**config.mk**
```make
export PLATFORM = sky130hd
export DESIGN_NAME = idx_store_unit
export DESIGN_NICKNAME = d
export VERILOG_FILES = /design/src/rtl/isu_pkg.sv /design/src/rtl/isu_decode.sv /design/src/rtl/isu_addr_data.sv /design/src/rtl/idx_store_unit.sv
export SDC_FILE = /design/constraint.sdc
export NUM_CORES = 1
export LEC_CHECK = 0
export ABC_AREA = 1
export BUFFER_PORTS_ARGS = -buffer_cell sky130_fd_sc_hd__buf_2
export CORE_MARGIN = 2
export CORE_UTILIZATION = 55
export CTS_CLUSTER_SIZE = 10
export DETAILED_ROUTE_END_ITERATION = 10
export PLACE_DENSITY = 0.81
export SLEW_MARGIN = 20
export SYNTH_ARGS = -nofsm -noshare
export SYNTH_HDL_FRONTEND = slang
export SYNTH_SLANG_ARGS = --single-unit
```
**constraint.sdc**
```tcl
create_clock -name clk -period 4.2 [get_ports clk]
set_input_delay 0.21 -clock clk [delete_from_list [all_inputs] [get_ports clk]]
set_output_delay 0.21 -clock clk [all_outputs]
set_load 0.005 [all_outputs]
```
**src/rtl/isu_pkg.sv**
```systemverilog
package isu_pkg;
   localparam logic [7:0] OP_SAXY_IND = 8'h93;
   localparam logic [7:0] OP_SAXY_ABS = 8'h9F;
   localparam logic [7:0] OP_SXY_ABS  = 8'h9E;
   localparam logic [7:0] OP_SYX_ABS  = 8'h9C;
   localparam logic [7:0] OP_SAXY_SP  = 8'h9B;

   typedef enum logic [1:0] {SRC_AX = 2'd0, SRC_X = 2'd1, SRC_Y = 2'd2} src_sel_e;
   typedef enum logic [1:0] {ST_IDLE = 2'd0, ST_CALC = 2'd1, ST_WRITE = 2'd2} isu_state_e;

   typedef struct packed {
      logic     valid;
      src_sel_e src;
      logic     idx_is_x;
      logic     load_sp;
   } isu_dec_t;
endpackage

```
**src/rtl/isu_decode.sv**
```systemverilog
module isu_decode
   import isu_pkg::*;
(
   input  logic [7:0] opcode,
   output isu_dec_t   dec
);
   always_comb begin
      dec = '{valid: 1'b0, src: SRC_AX, idx_is_x: 1'b0, load_sp: 1'b0};
      case (opcode)
         OP_SAXY_IND, OP_SAXY_ABS: begin
            dec.valid = 1'b1;
         end
         OP_SAXY_SP: begin
            dec.valid   = 1'b1;
            dec.load_sp = 1'b1;
         end
         OP_SXY_ABS: begin
            dec.valid = 1'b1;
            dec.src   = SRC_X;
         end
         OP_SYX_ABS: begin
            dec.valid    = 1'b1;
            dec.src      = SRC_Y;
            dec.idx_is_x = 1'b1;
         end
         default: ;
      endcase
   end
endmodule

```
**src/rtl/isu_addr_data.sv**
```systemverilog
module isu_addr_data
   import isu_pkg::*;
#(
   parameter int DATA_W = 8
) (
   input  src_sel_e          src,
   input  logic              idx_is_x,
   input  logic [DATA_W-1:0] a,
   input  logic [DATA_W-1:0] x,
   input  logic [DATA_W-1:0] y,
   input  logic [DATA_W-1:0] base_hi,
   input  logic [DATA_W-1:0] base_lo,
   output logic [DATA_W-1:0] addr_hi,
   output logic [DATA_W-1:0] addr_lo,
   output logic [DATA_W-1:0] data
);
   logic [DATA_W-1:0] hi_inc;
   logic [DATA_W-1:0] src_val;
   logic [DATA_W-1:0] idx;
   logic [DATA_W:0]   lo_sum;
   logic              crossed;

   assign hi_inc  = base_hi + DATA_W'(1);
   assign idx     = idx_is_x ? x : y;
   assign lo_sum  = {1'b0, base_lo} + {1'b0, idx};
   assign crossed = lo_sum[DATA_W];
   assign addr_lo = lo_sum[DATA_W-1:0];

   always_comb begin
      case (src)
         SRC_X:   src_val = x;
         SRC_Y:   src_val = y;
         default: src_val = a & x;
      endcase
   end

   assign data = src_val & hi_inc;

   for (genvar i = 0; i < DATA_W; i++) begin : g_hi_mux
      assign addr_hi[i] = crossed ? data[i] : base_hi[i];
   end
endmodule

```
**src/rtl/idx_store_unit.sv**
```systemverilog
module idx_store_unit
   import isu_pkg::*;
#(
   parameter int DATA_W = 8,
   parameter int ADDR_W = 16
) (
   input  logic              clk,
   input  logic              rst_n,
   input  logic              start,
   input  logic [7:0]        opcode,
   input  logic [DATA_W-1:0] reg_a,
   input  logic [DATA_W-1:0] reg_x,
   input  logic [DATA_W-1:0] reg_y,
   input  logic [ADDR_W-1:0] base_addr,
   output logic              wr_req,
   output logic [ADDR_W-1:0] wr_addr,
   output logic [DATA_W-1:0] wr_data,
   input  logic              wr_ack,
   output logic              done,
   output logic              busy,
   output logic              sp_we,
   output logic [DATA_W-1:0] sp_wdata
);
   localparam int HI_LSB = ADDR_W - DATA_W;

   initial begin
      assert (ADDR_W == 2 * DATA_W)
         else $fatal(1, "idx_store_unit: ADDR_W must be twice DATA_W");
   end

   isu_state_e        state_q;
   isu_dec_t          dec_in, dec_q;
   logic [DATA_W-1:0] a_q, x_q, y_q, hi_q, lo_q;
   logic [DATA_W-1:0] nxt_hi, nxt_lo, nxt_data;
   logic [ADDR_W-1:0] addr_q;
   logic [DATA_W-1:0] data_q, sp_q;
   logic              done_q, sp_we_q;

   isu_decode u_dec (.opcode(opcode), .dec(dec_in));

   isu_addr_data #(.DATA_W(DATA_W)) u_ad (
      .src(dec_q.src), .idx_is_x(dec_q.idx_is_x),
      .a(a_q), .x(x_q), .y(y_q), .base_hi(hi_q), .base_lo(lo_q),
      .addr_hi(nxt_hi), .addr_lo(nxt_lo), .data(nxt_data)
   );

   always_ff @(posedge clk) begin
      if (!rst_n) begin
         state_q <= ST_IDLE;
         dec_q   <= '0;
         a_q     <= '0;
         x_q     <= '0;
         y_q     <= '0;
         hi_q    <= '0;
         lo_q    <= '0;
         addr_q  <= '0;
         data_q  <= '0;
         sp_q    <= '0;
         done_q  <= 1'b0;
         sp_we_q <= 1'b0;
      end else begin
         done_q  <= 1'b0;
         sp_we_q <= 1'b0;
         case (state_q)
            ST_IDLE: begin
               if (start && dec_in.valid) begin
                  dec_q   <= dec_in;
                  a_q     <= reg_a;
                  x_q     <= reg_x;
                  y_q     <= reg_y;
                  hi_q    <= base_addr[ADDR_W-1:HI_LSB];
                  lo_q    <= base_addr[DATA_W-1:0];
                  state_q <= ST_CALC;
               end
            end
            ST_CALC: begin
               addr_q  <= {nxt_hi, nxt_lo};
               data_q  <= nxt_data;
               sp_q    <= a_q & x_q;
               state_q <= ST_WRITE;
            end
            ST_WRITE: begin
               if (wr_ack) begin
                  done_q  <= 1'b1;
                  sp_we_q <= dec_q.load_sp;
                  state_q <= ST_IDLE;
               end
            end
            default: state_q <= ST_IDLE;
         endcase
      end
   end

   assign wr_req   = (state_q == ST_WRITE);
   assign wr_addr  = addr_q;
   assign wr_data  = data_q;
   assign done     = done_q;
   assign busy     = (state_q != ST_IDLE);
   assign sp_we    = sp_we_q;
   assign sp_wdata = sp_q;
endmodule

```
# After elaboration in Yosys (flattened, before gate mapping)
# Cells that the tools add are included.
# word_totals
reg_bits,80
output_inout_bits,36
# op_classes
add_sub_neg,2
eq_ne,11
n_mux,18
n_bitwise,2
n_reduce_logical,8
# ops
op,n
"8-bit equality test, second input constant",5
8-bit bitwise AND,2
8-bit one-hot mux with 2 select lines,1
1-bit two-way mux,12
8-bit by 8-bit adder with 9-bit output,1
"8-bit by 1-bit adder with 8-bit output, second input constant",1
8-bit two-way mux,1
2-bit one-hot mux with 3 select lines,1
2-bit AND reduction,3
5-bit OR reduction,1
"2-bit by 1-bit equality test with 1-bit output, second input constant",2
"2-bit equality test, second input constant",2
2-bit two-way mux,2
2-bit one-hot mux with 2 select lines,1
3-bit AND reduction,1
2-bit logical NOT,1
"2-bit by 1-bit inequality test with 1-bit output, second input constant",1
"2-bit inequality test, second input constant",1
2-bit nonzero test,1
1-bit logical AND,1

# Logic depth before layout (Yosys ltp)
# Gate-level depths: netlist of run 1.
# depth
depth_word,6
mapped_depth,16

# By module
# Synthesis of run 1 repeated with hierarchy kept, for this count alone.
# unflattened
hier_cells,675
hier_area_um2,4345.4
# modules_own_cells
mod,n_inst,cells_each,area_each_um2,seq_area_each_um2
idx_store_unit,1,459,3214.3,1601.5
isu_addr_data,1,191,1028.5,0.0
isu_decode,1,25,102.6,0.0

# Worst setup path after synthesis of run 1
# No wires, ideal clock.
# synth_timing
path_kind,register to register
start,register dec_q[1] (netlist bit)
end,register addr_q[8] (netlist: wr_addr[8])
arrival_ps,2082
setup_slack_ps,2009
path_stages_with_launch,13
path_buffers,2
period_less_slack_ps,2191
cell_sequence,dfxtp_1 > clkbuf_1 > mux2_2 > ha_1 > nand2_1 > inv_1 > a21oi_1 > nand2_2 > buf_6 > a21oi_1 > o21ai_1 > nand2_1 > inv_1
# synth_via
elab_chain_len,3
# synth_rtl
element,line,rtl
"start, declared",idx_store_unit.sv:32,"isu_dec_t dec_in, dec_q;"
"start signal, assigned",idx_store_unit.sv:67,dec_q <= dec_in;
8-bit two-way mux,isu_addr_data.sv:24,assign idx = idx_is_x ? x : y;
8-bit by 8-bit adder with 9-bit output,isu_addr_data.sv:25,"assign lo_sum = {1'b0, base_lo} + {1'b0, idx};"
1-bit two-way mux,isu_addr_data.sv:40,assign addr_hi[i] = crossed ? data[i] : base_hi[i];
"end signal, assigned",idx_store_unit.sv:77,"addr_q <= {nxt_hi, nxt_lo};"
"end, declared",idx_store_unit.sv:35,logic [ADDR_W-1:0] addr_q;
# No other way between the ends.
# A chain may end at the register's enable or synchronous reset.

# Worst setup path in the final report of run 1
# layout_timing
start,register dec_q[1] (netlist bit)
end,register addr_q[12] (netlist: wr_addr[12])
# The elaborated chain is that of the path after synthesis.

==> run metrics, run 1 <==
PwrDens approximately 320 nW/um2; number of standard-cell rows in the floorplan 30; share of post-route cells with drive strength above 1 roughly a fifth; 1st-iter DRT viols about 190; reg-to-reg slack, setup roughly 1.8 ns; final weighted congestion of routability-driven global placement roughly 0.89; worst reg2reg endpoint wr_addr[12]$_SDFFE_PN0N_; Worst Path Class, Setup register to register; post-cts sizing count 0; clock buffer count from CTS 9; first-pass GRT wire length about 16,000 um; reg-to-reg startpoint dec_q[1]$_SDFFE_PN0P_; hold bufs inserted after CTS 0; status completed; final critical path time including I/O delays and setup 2.41 ns; flip-flop and latch count after synthesis 80; fraction of the yosys area taken by sequential cells approximately two fifths; nets between 600 and 700; Design Area, Final roughly 4500 um2; Filler Cells Inserted ~630; cell occurring most often along the worst timing path nand2_1; Initial Util a little under three fifths; Wirelength per Cell roughly 13 um; highest clock frequency the design can meet 0.415 GHz; worst slew margin relative to its limit about two fifths; post-synth net total between 600 and 700; Clk Latency, worst-skew pair around 0.35 ns; Max H-tree Level 3; portion of total power attributed to the clock network between 40 and 50%; number of antenna cells inserted 0; Worst Path Arrival ~2.7 ns; estimated wirelength of the detail-placed design 6890 um; maximum buffer depth of the clock tree 2; Worst Reg2Reg Path Length in Cells 15; setup tns final 0 ns; chip height about 88 um; area of the core roughly 6800 um2; crit path buf inv count 4; post-place instance area around 4300 um2; # setup viols final 0; remaining antenna violation count after routing 0; type of the most critical hold path input port to register; cell leakage power 2.03 nW; number of pins exceeding their max-slew limit in the final report 0; number of antenna violations at the first check in global routing 0; largest net degree at the start of global routing 54; remaining routing DRC violations 0; final setup skew slightly above 0.008 ns; combinational cell fraction of total power 4.3%; clock-pin transition on the worst setup and hold timing paths approximately 0.07 ns; share of total power consumed by net switching between 20% and 30%; vias in the first global route ~3,600; VDD IR max ~0.22 mV; net switching power 0.301 mW; RSZ-0062 raised after global routing no; Yosys warning total 0; Clock Sinks 80; number of hold-slack violations in the final timing report 0; global routing usage summed across all routing layers about a quarter; cell at the root of the clock tree clkbuf_8; width of the chip just under 90 um; final core area utilization about two thirds; clock tree from TritonCTS built; capture point of the critical path wr_addr[12]$_SDFFE_PN0N_; detailed-route via count between 3,000 and 4,000; number of vias per cell after detailed routing between 5 and 6; startpoint type of the worst setup path register; num ports 88; count of buffers added by post-CTS timing repair for setup 0; share of the clock period used by the worst path between 50% and 60%; Data required, critical path roughly 4.5 ns; cell count along the critical path 15; cell type group with the largest total delay on the critical path simple AND/OR/NAND/NOR gates; growth of design area from synthesis to finish 14.8%; final wirelength about 9600 um; worst-margin pin slew between 0.9 and 1 ns; netlist area before placement 3930 um2; total internal power around 1.2 mW; share of power burned in registers 52.7%; Die Footprint just under 8000 um2; cell-by-cell trace of the critical path nand2_1 -> o21ai_0 -> ha_1 -> inv_1 -> fa_1 -> inv_1 -> nand3_1 -> nand2_1 -> nand2_1 -> nand2_2 -> inv_1 -> nand2_1 -> nand3_1 -> nand2_1 -> inv_1; Initial DRT Pass Iterations 5; cell with the biggest individual delay on the critical path dfxtp_1; total of buffers placed on input and output ports 87; cells after synthesis about 560; first element of the critical path dec_q[1]$_SDFFE_PN0P_; slowest cell delay on critical path roughly 0.56 ns; endpoint class of the critical path register; Post-Synthesis Mean Instance Area between 7 and 8 um2; Congestion Overflow GR 0; maximum fanout encountered on the critical timing path 13; Max Cap Violations 0; source of the worst hold timing path wr_ack; number of different library cells in the post-synthesis netlist 30
-- worst min-delay path by stage --
stage / to / cells after the start
after global routing: done$_SDFF_PN0_ / 3
after detailed placement: sp_we$_SDFF_PN0_ / 1
after CTS: done$_SDFF_PN0_ / 3
after floorplan: done$_SDFF_PN0_ / 2
after global placement: sp_we$_SDFF_PN0_ / 1
final: done$_SDFF_PN0_ / 3
-- synthesized netlist by cell type, drive strengths merged --
cell    count  area (um2)
buf        19         166
inv        46         173
and2        1        6.26
a21oi      71         359
dfxtp      80        1600
o21ai      28         140
nand2     144         563
o211ai      2        15.0
ha         11         138
nand4       2        12.5
a21o        1        7.51
fa          1        20.0
xor2        2        17.5
mux2        4        45.0
clkbuf     12        45.0
nor2       59         239
nand3b      1        7.51
nor3        1        5.00
o21bai      2        15.0
nand3      69         345
clkinv      1        3.75
-- worst register-to-register path: stages, from the launching register on --
cell and delay, ns:
dfxtp_1 0.56, nand2_1 0.10, o21ai_0 0.09, ha_1 0.19
inv_1 0.05, fa_1 0.39, inv_1 0.07, nand3_1 0.07
nand2_1 0.12, nand2_1 0.10, nand2_2 0.18, inv_1 0.14
nand2_1 0.09, nand3_1 0.07, nand2_1 0.08, inv_1 0.03
-- power by group through the flow --
stage	sequential (mW)	clock, mW	combinational (mW)
floorplan	0.782	0	0.0333
global placement	0.782	0	0.0597
detailed placement	0.782	0	0.0615
CTS	0.765	0.625	0.0623
finish	0.765	0.624	0.0623
global route	0.765	0.665	0.0705
-- per-layer routing --
metal | global-route usage [%] | vias up | part of all wire, %
met3 | 5.69 | 30 | 5.9
li1 | - | 1945 | -
met2 | 42.3 | 121 | 48
met1 | 32.5 | 1713 | 43
met5 | 0 | - | 0
met4 | 11.6 | 0 | 3.5
-- sequential cells by signal (all words and copies together), names as in the netlist, 4 cells and up --
name / count
sp_wdata: 8
y_q: 8
x_q: 8
dec_q: 4
hi_q: 8
a_q: 8
lo_q: 8
wr_data: 8
wr_addr: 16
-- cell families after synthesis --
family | synth area share (%)
XOR/XNOR | 0.446
AO/OA/AOI/OAI | 13.7
AND/OR/NAND/NOR | 30.0
buffers and inverters | 9.88
flip-flops | 40.8
adder cells (fa/ha/maj) | 4.02
multiplexers | 1.15
-- metrics by stage --
| step | setup WS, ns | instances | power (mW) | hold slack [ns] |
|---|---|---|---|---|
| after floorplan | 2.01 | 557 | 0.815 | 0.355 |
| after global placement | 1.93 | 711 | 0.842 | 0.448 |
| after detailed placement | 1.83 | 711 | 0.844 | 0.454 |
| after CTS | 1.82 | 726 | 1.45 | 0.112 |
| after global routing | 1.53 | 726 | 1.50 | 0.126 |
| final | 1.79 | 726 | 1.45 | 0.116 |
-- area by class of cell --
cell class                 count  area (um2)  share of cell area, %
sequential                    80        1600                   35.6
tap                           96         120                   2.67
clock buffer                  12         155                   3.44
clock inverter                 3        65.1                   1.44
multi-input combinational    399        1940                   43.0
inverter                      47         176                   3.92
timing repair buffer          89         450                   10.0
-- cell usage in the layout (no fill, tap or decap), types with 2 or more instances in the layout --
cell type and count:
a21oi_1 70, buf_2 87, buf_4 2, bufinv_16 2, clkbuf_8 11, dfxtp_1 80, ha_1 11, inv_1 45
mux2_2 4, nand2_1 139, nand2_2 3, nand2_4 2, nand3_1 69, nand4_1 2, nor2_1 54, nor2_2 4
o211ai_1 2, o21ai_0 26, o21ai_1 2, o21bai_1 2, xor2_1 2
Power figures use the tool's default switching activity.
==> inputs of run 2 (changes only) <==
--- a/config.mk
+++ b/config.mk
@@ -5,13 +5,13 @@
 export SDC_FILE = /design/constraint.sdc
 export NUM_CORES = 1
 export LEC_CHECK = 0
-export ABC_AREA = 1
+export ABC_AREA = 0
 export BUFFER_PORTS_ARGS = -buffer_cell sky130_fd_sc_hd__buf_2
 export CORE_MARGIN = 2
-export CORE_UTILIZATION = 55
+export CORE_UTILIZATION = 53
 export CTS_CLUSTER_SIZE = 10
 export DETAILED_ROUTE_END_ITERATION = 10
-export PLACE_DENSITY = 0.81
+export PLACE_DENSITY = 0.79
 export SLEW_MARGIN = 20
 export SYNTH_ARGS = -nofsm -noshare
 export SYNTH_HDL_FRONTEND = slang
==> constraint.sdc (replaced) <==
create_clock -name clk -period 2.45 [get_ports clk]
set_input_delay 0.1225 -clock clk [delete_from_list [all_inputs] [get_ports clk]]
set_output_delay 0.1225 -clock clk [all_outputs]
set_load 0.005 [all_outputs]
==> run 2 against run 1 <==
Compared with the run above: die area fell by 3.8%; critical path depth fell by 6; core utilization rose by 3.7 points; total power rose by 68%; maximum frequency rose by 2.9%; synthesized area fell by 7.5%; wire length rose by 1.2%; synthesized cell count fell by 19%; clock power rose by 62%; worst setup slack got worse by 1.7 ns; register-to-register slack got worse by 1.7 ns.
==> run metrics, run 2 <==
total of buffers placed on input and output ports 87; final weighted congestion of routability-driven global placement a little under 0.9; setup tns final 0 ns; Worst Path Class, Setup register to register; Worst Hold Path EP a_q[1]$_SDFFE_PN0P_; Max Cap Violations 0; maximum buffer depth of the clock tree 2; share of the clock period used by the worst path a little over nine tenths; Worst Reg2Reg Path Length in Cells 9; Worst Path Arrival 2.62 ns; num ports 88; clock tree from TritonCTS built; PwrDens between 500 and 600 nW/um2; share of post-route cells with drive strength above 1 24.3%; final setup skew 0.0125 ns; width of the chip 86.8 um; Clock Sinks 80; clock buffer count from CTS 9; area of the core 6720 um2; reg-to-reg startpoint dec_q[1]$_SDFFE_PN0P_; post-synth top area cell dfxtp_1; worst slew margin relative to its limit roughly three fifths; Clk Latency, worst-skew pair 0.37 ns; growth of design area from synthesis to finish 28.7%; cell leakage power between 1.5 and 2 nW; commonest non-fill, non-tap cell in the layout nand2_1; Die Footprint 7530 um2; Post-Synthesis Mean Instance Area between 8 and 9 um2; number of different library cells in the post-synthesis netlist 41; Worst Hold Path Cells 3; RSZ-0062 raised after global routing no; Initial Util 54.1%; number of pins exceeding their max-slew limit in the final report 0; number of enable flip-flop cells after synthesis 0; number of antenna violations at the first check in global routing 0; # setup viols final 0; most common flop cell mapped by yosys dfxtp_1; Wirelength per Cell about 15 um; most used cells in the layout excluding fill and tap cells nand2_1 (118), buf_2 (87), dfxtp_1 (79); startpoint type of the worst setup path register; post-synth net total between 500 and 600; nets slightly above 600; source of the worst hold timing path reg_a[1]; vias in the first global route 3,291; Data required, critical path about 2.7 ns; Congestion Overflow GR 0; remaining antenna violation count after routing 0; flip-flop and latch count after synthesis 80; chip height 86.8 um; first element of the critical path dec_q[1]$_SDFFE_PN0P_; highest clock frequency the design can meet 0.427 GHz; type of the most critical hold path input port to register; number of hold-slack violations in the final timing report 0; Final Hold Slack between 0.004 and 0.005 ns; netlist area before placement about 3600 um2; final critical path time including I/O delays and setup approximately 2.3 ns; reg-to-reg slack, setup 0.11 ns; cell with the most instances after synthesis nand2_1; clock-pin transition on the worst setup and hold timing paths about 0.080 ns; cell at the root of the clock tree clkbuf_8; final wirelength about 9700 um; Filler Cells Inserted 551; first-pass GRT wire length around 15,000 um; global routing usage summed across all routing layers about a quarter; status completed; worst-margin pin slew ~0.60 ns; commonest cells in the netlist nand2_1 (118), dfxtp_1 (80), a21oi_1 (70); cells after synthesis between 400 and 500; endpoint class of the critical path register; 1st-iter DRT viols between 200 and 300; detailed-route via count between 3,000 and 4,000; largest cells by area after synthesis dfxtp_1 (44%), nand2_1 (12%), a21oi_1 (9.6%), ha_1 (3.8%), mux2i_1 (3.3%); Max H-tree Level 3; largest net degree at the start of global routing 45; number of vias per cell after detailed routing 5.58; Yosys warning total 0; VDD IR max 0.356 mV; number of standard-cell rows in the floorplan 30; Initial DRT Pass Iterations 5; max reg flops 16; worst reg2reg endpoint wr_addr[12]$_SDFFE_PN0N_; fraction of registers with async set/reset 0%; number of antenna cells inserted 0; remaining routing DRC violations 0; maximum fanout encountered on the critical timing path 6; top cell type's share of synthesized area between 40% and 50%; fraction of the yosys area taken by sequential cells 44.1%; estimated wirelength of the detail-placed design roughly 6800 um
-- run 2: kinds of logic after synthesis --
| group | synth area share (%) |
|---|---|
| mux | 5.48 |
| compound gates | 18.3 |
| simple gates | 22.1 |
| xor+xnor | 1.45 |
| fa+ha+maj | 4.34 |
| flops | 44.1 |
| buf+inv | 4.24 |
-- run 2: cell type report --
type / count / area (um2) / share of cell area, %
timing repair buffer: 121 / 782 / 16.7
inverter: 11 / 41.3 / 0.883
tap: 80 / 100 / 2.14
sequential: 80 / 1610 / 34.3
clock inverter: 7 / 78.8 / 1.69
clock buffer: 9 / 124 / 2.65
multi-input combinational: 335 / 1940 / 41.6
-- run 2: how the worst max path moves through the flow --
stage	cells after the start	slack, ns	end
6_report	9	0.11	wr_addr[12]$_SDFFE_PN0N_
5_1_grt	10	0.004	wr_addr[12]$_SDFFE_PN0N_
4_1_cts	9	0.03	wr_addr[12]$_SDFFE_PN0N_
3_5_place_dp	9	-0.06	wr_addr[12]$_SDFFE_PN0N_
3_3_place_gp	9	0.08	wr_addr[11]$_SDFFE_PN0N_
2_1_floorplan	10	0.0003	wr_addr[11]$_SDFFE_PN0N_
-- run 2: routing by layer --
layer | global-route usage [%] | part of all wire (%) | vias to the layer above
met2 | 42.5 | 47 | 146
li1 | - | - | 1760
met4 | 11.1 | 1.8 | 0
met5 | 0 | 0 | -
met1 | 34.6 | 44 | 1664
met3 | 4.86 | 6.8 | 19
-- run 2: report_power, final --
part           leakage, nW  internal (mW)  switching [mW]  total [mW]
Sequential           0.645           1.30         0.00518        1.31
Combinational         1.09         0.0693          0.0566       0.126
Clock               0.0929          0.481           0.525        1.01
-- run 2: through the flow --
step	total power, mW	util [%]	instance area, um2	worst slack [ns]	std cells
floorplan	1.38	-	3630	0.000294	453
global placement	1.43	61.6	4140	0.0806	599
detailed placement	1.43	61.6	4140	-0.0565	599
CTS	2.44	68.7	4620	0.0264	643
global route	2.49	69.6	4680	0.00352	643
finish	2.44	69.6	4680	0.107	643
-- run 2: what timing repair did --
action	CTS	global route
gates cloned	0	0
setup endpoints to repair	7	9
buffers inserted	3	0
endpoints found under the hold margin	25	0
pin swaps	1	2
gates resized for setup	1	13
hold buffers	25	0
-- run 2: critical path, cell delays in order (launching register included) --
cell	delay [ns]
dfxtp_4	0.38
buf_4	0.15
mux2_2	0.34
ha_1	0.30
or2_2	0.31
a21oi_2	0.19
a21oi_4	0.05
buf_4	0.16
mux2i_2	0.15
a211oi_2	0.24
==> inputs of run 3 (changes only) <==
--- a/config.mk
+++ b/config.mk
@@ -8,11 +8,13 @@
 export ABC_AREA = 0
 export BUFFER_PORTS_ARGS = -buffer_cell sky130_fd_sc_hd__buf_2
 export CORE_MARGIN = 2
-export CORE_UTILIZATION = 53
+export CORE_UTILIZATION = 54
 export CTS_CLUSTER_SIZE = 10
 export DETAILED_ROUTE_END_ITERATION = 10
-export PLACE_DENSITY = 0.79
+export HOLD_SLACK_MARGIN = 0.05
+export PLACE_DENSITY = 0.8
 export SLEW_MARGIN = 20
 export SYNTH_ARGS = -nofsm -noshare
 export SYNTH_HDL_FRONTEND = slang
+export SYNTH_HIERARCHICAL = 1
 export SYNTH_SLANG_ARGS = --single-unit
==> run 3 against run 2 <==
Compared with the run above: via count is 5.9% higher; combinational power is 28% higher; clock skew is 0.0031 ns lower; synthesized cell count is 3.3% higher; synthesized area is 5.9% higher.
==> run metrics, run 3 <==
max reg flops 16; most common flop cell mapped by yosys dfxtp_1; fraction of registers with async set/reset 0%; Worst Hold Path EP x_q[0]$_SDFFE_PN0P_; Post-Synthesis Mean Instance Area 8.22 um2; Max H-tree Level 3; source of the worst hold timing path reg_x[0]; final wirelength between 10,000 and 15,000 um; clock-pin transition on the worst setup and hold timing paths 0.07 ns; reg-to-reg startpoint dec_q[1]$_SDFFE_PN0P_; largest net degree at the start of global routing 90; num ports 88; worst reg2reg endpoint wr_addr[15]$_SDFFE_PN0N_; estimated wirelength of the detail-placed design 6840 um; non-filler instance count after layout approximately 700; startpoint type of the worst setup path register; maximum buffer depth of the clock tree 2; width of the chip 88.4 um; cell at the root of the clock tree clkbuf_8; Yosys warning total 6; Clk Latency, worst-skew pair approximately 0.34 ns; Filler Cells Inserted about 510; final setup skew 0.00946 ns; 1st-iter DRT viols between 200 and 300; flip-flop and latch count after synthesis 80; number of different library cells in the post-synthesis netlist 40; chip height 88.4 um; PwrDens about 480 nW/um2; Clock Sinks 80; most used cells in the layout excluding fill and tap cells nand2_1 (104), buf_2 (86), dfxtp_1 (79); area of the core around 7000 um2; number of vias per cell after detailed routing 5.43; largest cells by area after synthesis dfxtp_1 (42%), nand2_1 (10%), nand3_1 (7.4%), a21boi_0 (6.2%), o21ai_0 (6.1%); post-synth top area cell dfxtp_1; detailed-route via count roughly 3,800; Final Hold Slack just over 0.07 ns; Die Footprint approximately 7800 um2; clock tree from TritonCTS built; global routing usage summed across all routing layers a little over a quarter; Worst Path Class, Setup register to register; share of post-route cells with drive strength above 1 27.0%; number of antenna cells inserted 0; reg-to-reg slack, setup between 0.008 and 0.009 ns; cell with the most instances after synthesis nand2_1; cell leakage power between 2 and 2.5 nW; # setup viols final 0; total of buffers placed on input and output ports 87; first-pass GRT wire length roughly 16,000 um; number of hold-slack violations in the final timing report 0; worst-margin pin slew a little over 0.6 ns; placed insts about 640; Worst Reg2Reg Path Length in Cells 11; final weighted congestion of routability-driven global placement 0.876; setup tns final 0 ns; vias in the first global route around 3,500; final core area utilization 76.2%; VDD IR max between 0.4 and 0.5 mV; nets between 600 and 700; Initial DRT Pass Iterations 7; post-synth net total 532; clock buffer count from CTS 9; Congestion Overflow GR 0; growth of design area from synthesis to finish 35.2%; maximum fanout encountered on the critical timing path 8; Initial Util ~56%; Design Area, Final roughly 5200 um2; status completed; type of the most critical hold path input port to register; Worst Path Arrival between 2 and 3 ns; number of enable flip-flop cells after synthesis 0; Data required, critical path 2.68 ns; endpoint class of the critical path register; cells after synthesis between 400 and 500; commonest cells in the netlist nand2_1 (106), dfxtp_1 (80), nand3_1 (57); netlist area before placement about 3800 um2; fraction of the yosys area taken by sequential cells 41.6%; highest clock frequency the design can meet 0.410 GHz; post-place instance area 4500 um2; final critical path time including I/O delays and setup about 2.4 ns; worst slew margin relative to its limit around three fifths; remaining routing DRC violations 0; number of antenna violations at the first check in global routing 0; number of standard-cell rows in the floorplan 30; commonest non-fill, non-tap cell in the layout nand2_1; number of pins exceeding their max-slew limit in the final report 0; top cell type's share of synthesized area a little over two fifths; RSZ-0062 raised after global routing yes; Max Cap Violations 0; Wirelength per Cell about 15 um; Worst Hold Path Cells 3; share of the clock period used by the worst path 99.6%; remaining antenna violation count after routing 0
-- run 3: critical path, stage by stage (launching register included) --
cell and delay (ns):
dfxtp_4 0.41, mux2_4 0.32, ha_4 0.16, inv_2 0.05, fa_2 0.21, o21ai_2 0.07, a22o_1 0.22, a311o_1 0.31
buf_12 0.16, mux2_4 0.29, nand2_1 0.06, a21boi_1 0.07
-- run 3: repair_timing --
| item | CTS | global route |
|---|---|---|
| endpoints found under the hold margin | 40 | 0 |
| resized for setup | 4 | 14 |
| setup endpoints to repair | 8 | 9 |
| pin swaps | 3 | 0 |
| hold buffers | 40 | 0 |
| setup buffers | 3 | 3 |
-- run 3: per-stage QoR --
stage                     total power [mW]  setup slack [ns]
after floorplan                       1.39           0.00163
after global placement                1.44           -0.0489
after detailed placement              1.45            -0.146
after CTS                             2.49           0.00646
after global routing                  2.57           -0.0472
final                                 2.48           0.00896
-- run 3: cell type report --
cell class                 count  area, um2  share of cell area (%)
multi-input combinational    343       2150                    41.3
clock buffer                  11        131                    2.53
clock inverter                 4       70.1                    1.35
inverter                       9       33.8                   0.649
tap                           96        120                    2.31
sequential                    80       1610                    30.9
timing repair buffer         156       1090                    21.0
-- run 3: kinds of logic (layout without fill, tap and decap cells) --
family	count (synthesis)	count (layout)	share of synthesized area, %
compound gates	102	102	16.8
buf+inv	45	180	5.63
mux	17	17	5.69
flops	80	80	41.6
simple gates	200	200	23.4
fa+ha+maj	12	12	4.10
xor+xnor	12	12	2.73
-- run 3: report_power, final --
part / leakage (nW) / switching, mW / total (mW) / internal (mW)
logic: 1.37 / 0.0654 / 0.161 / 0.0958
registers: 0.645 / 0.00495 / 1.31 / 1.30
clock network: 0.103 / 0.449 / 1.01 / 0.566
total: 2.12 / 0.519 / 2.48 / 1.96
-- run 3: how the worst max path moves through the flow --
stage,cells after the start,from,slack [ns],endpoint
floorplan,12,dec_q[1]$_SDFFE_PN0P_,0.002,wr_addr[15]$_SDFFE_PN0N_
global placement,11,dec_q[1]$_SDFFE_PN0P_,-0.05,wr_addr[8]$_SDFFE_PN0N_
detailed placement,11,dec_q[1]$_SDFFE_PN0P_,-0.15,wr_addr[12]$_SDFFE_PN0N_
CTS,11,dec_q[1]$_SDFFE_PN0P_,0.006,wr_addr[12]$_SDFFE_PN0N_
global route,11,dec_q[1]$_SDFFE_PN0P_,-0.05,wr_addr[15]$_SDFFE_PN0N_
finish,11,dec_q[1]$_SDFFE_PN0P_,0.009,wr_addr[15]$_SDFFE_PN0N_
-- run 3: routing by layer --
metal | vias to the layer above | global-route usage [%] | part of all wire (%)
li1 | 1854 | - | -
met1 | 1771 | 33.0 | 42
met2 | 142 | 45.9 | 50
met3 | 32 | 4.57 | 4.5
met4 | 0 | 12.8 | 3.6
met5 | - | 0 | 0
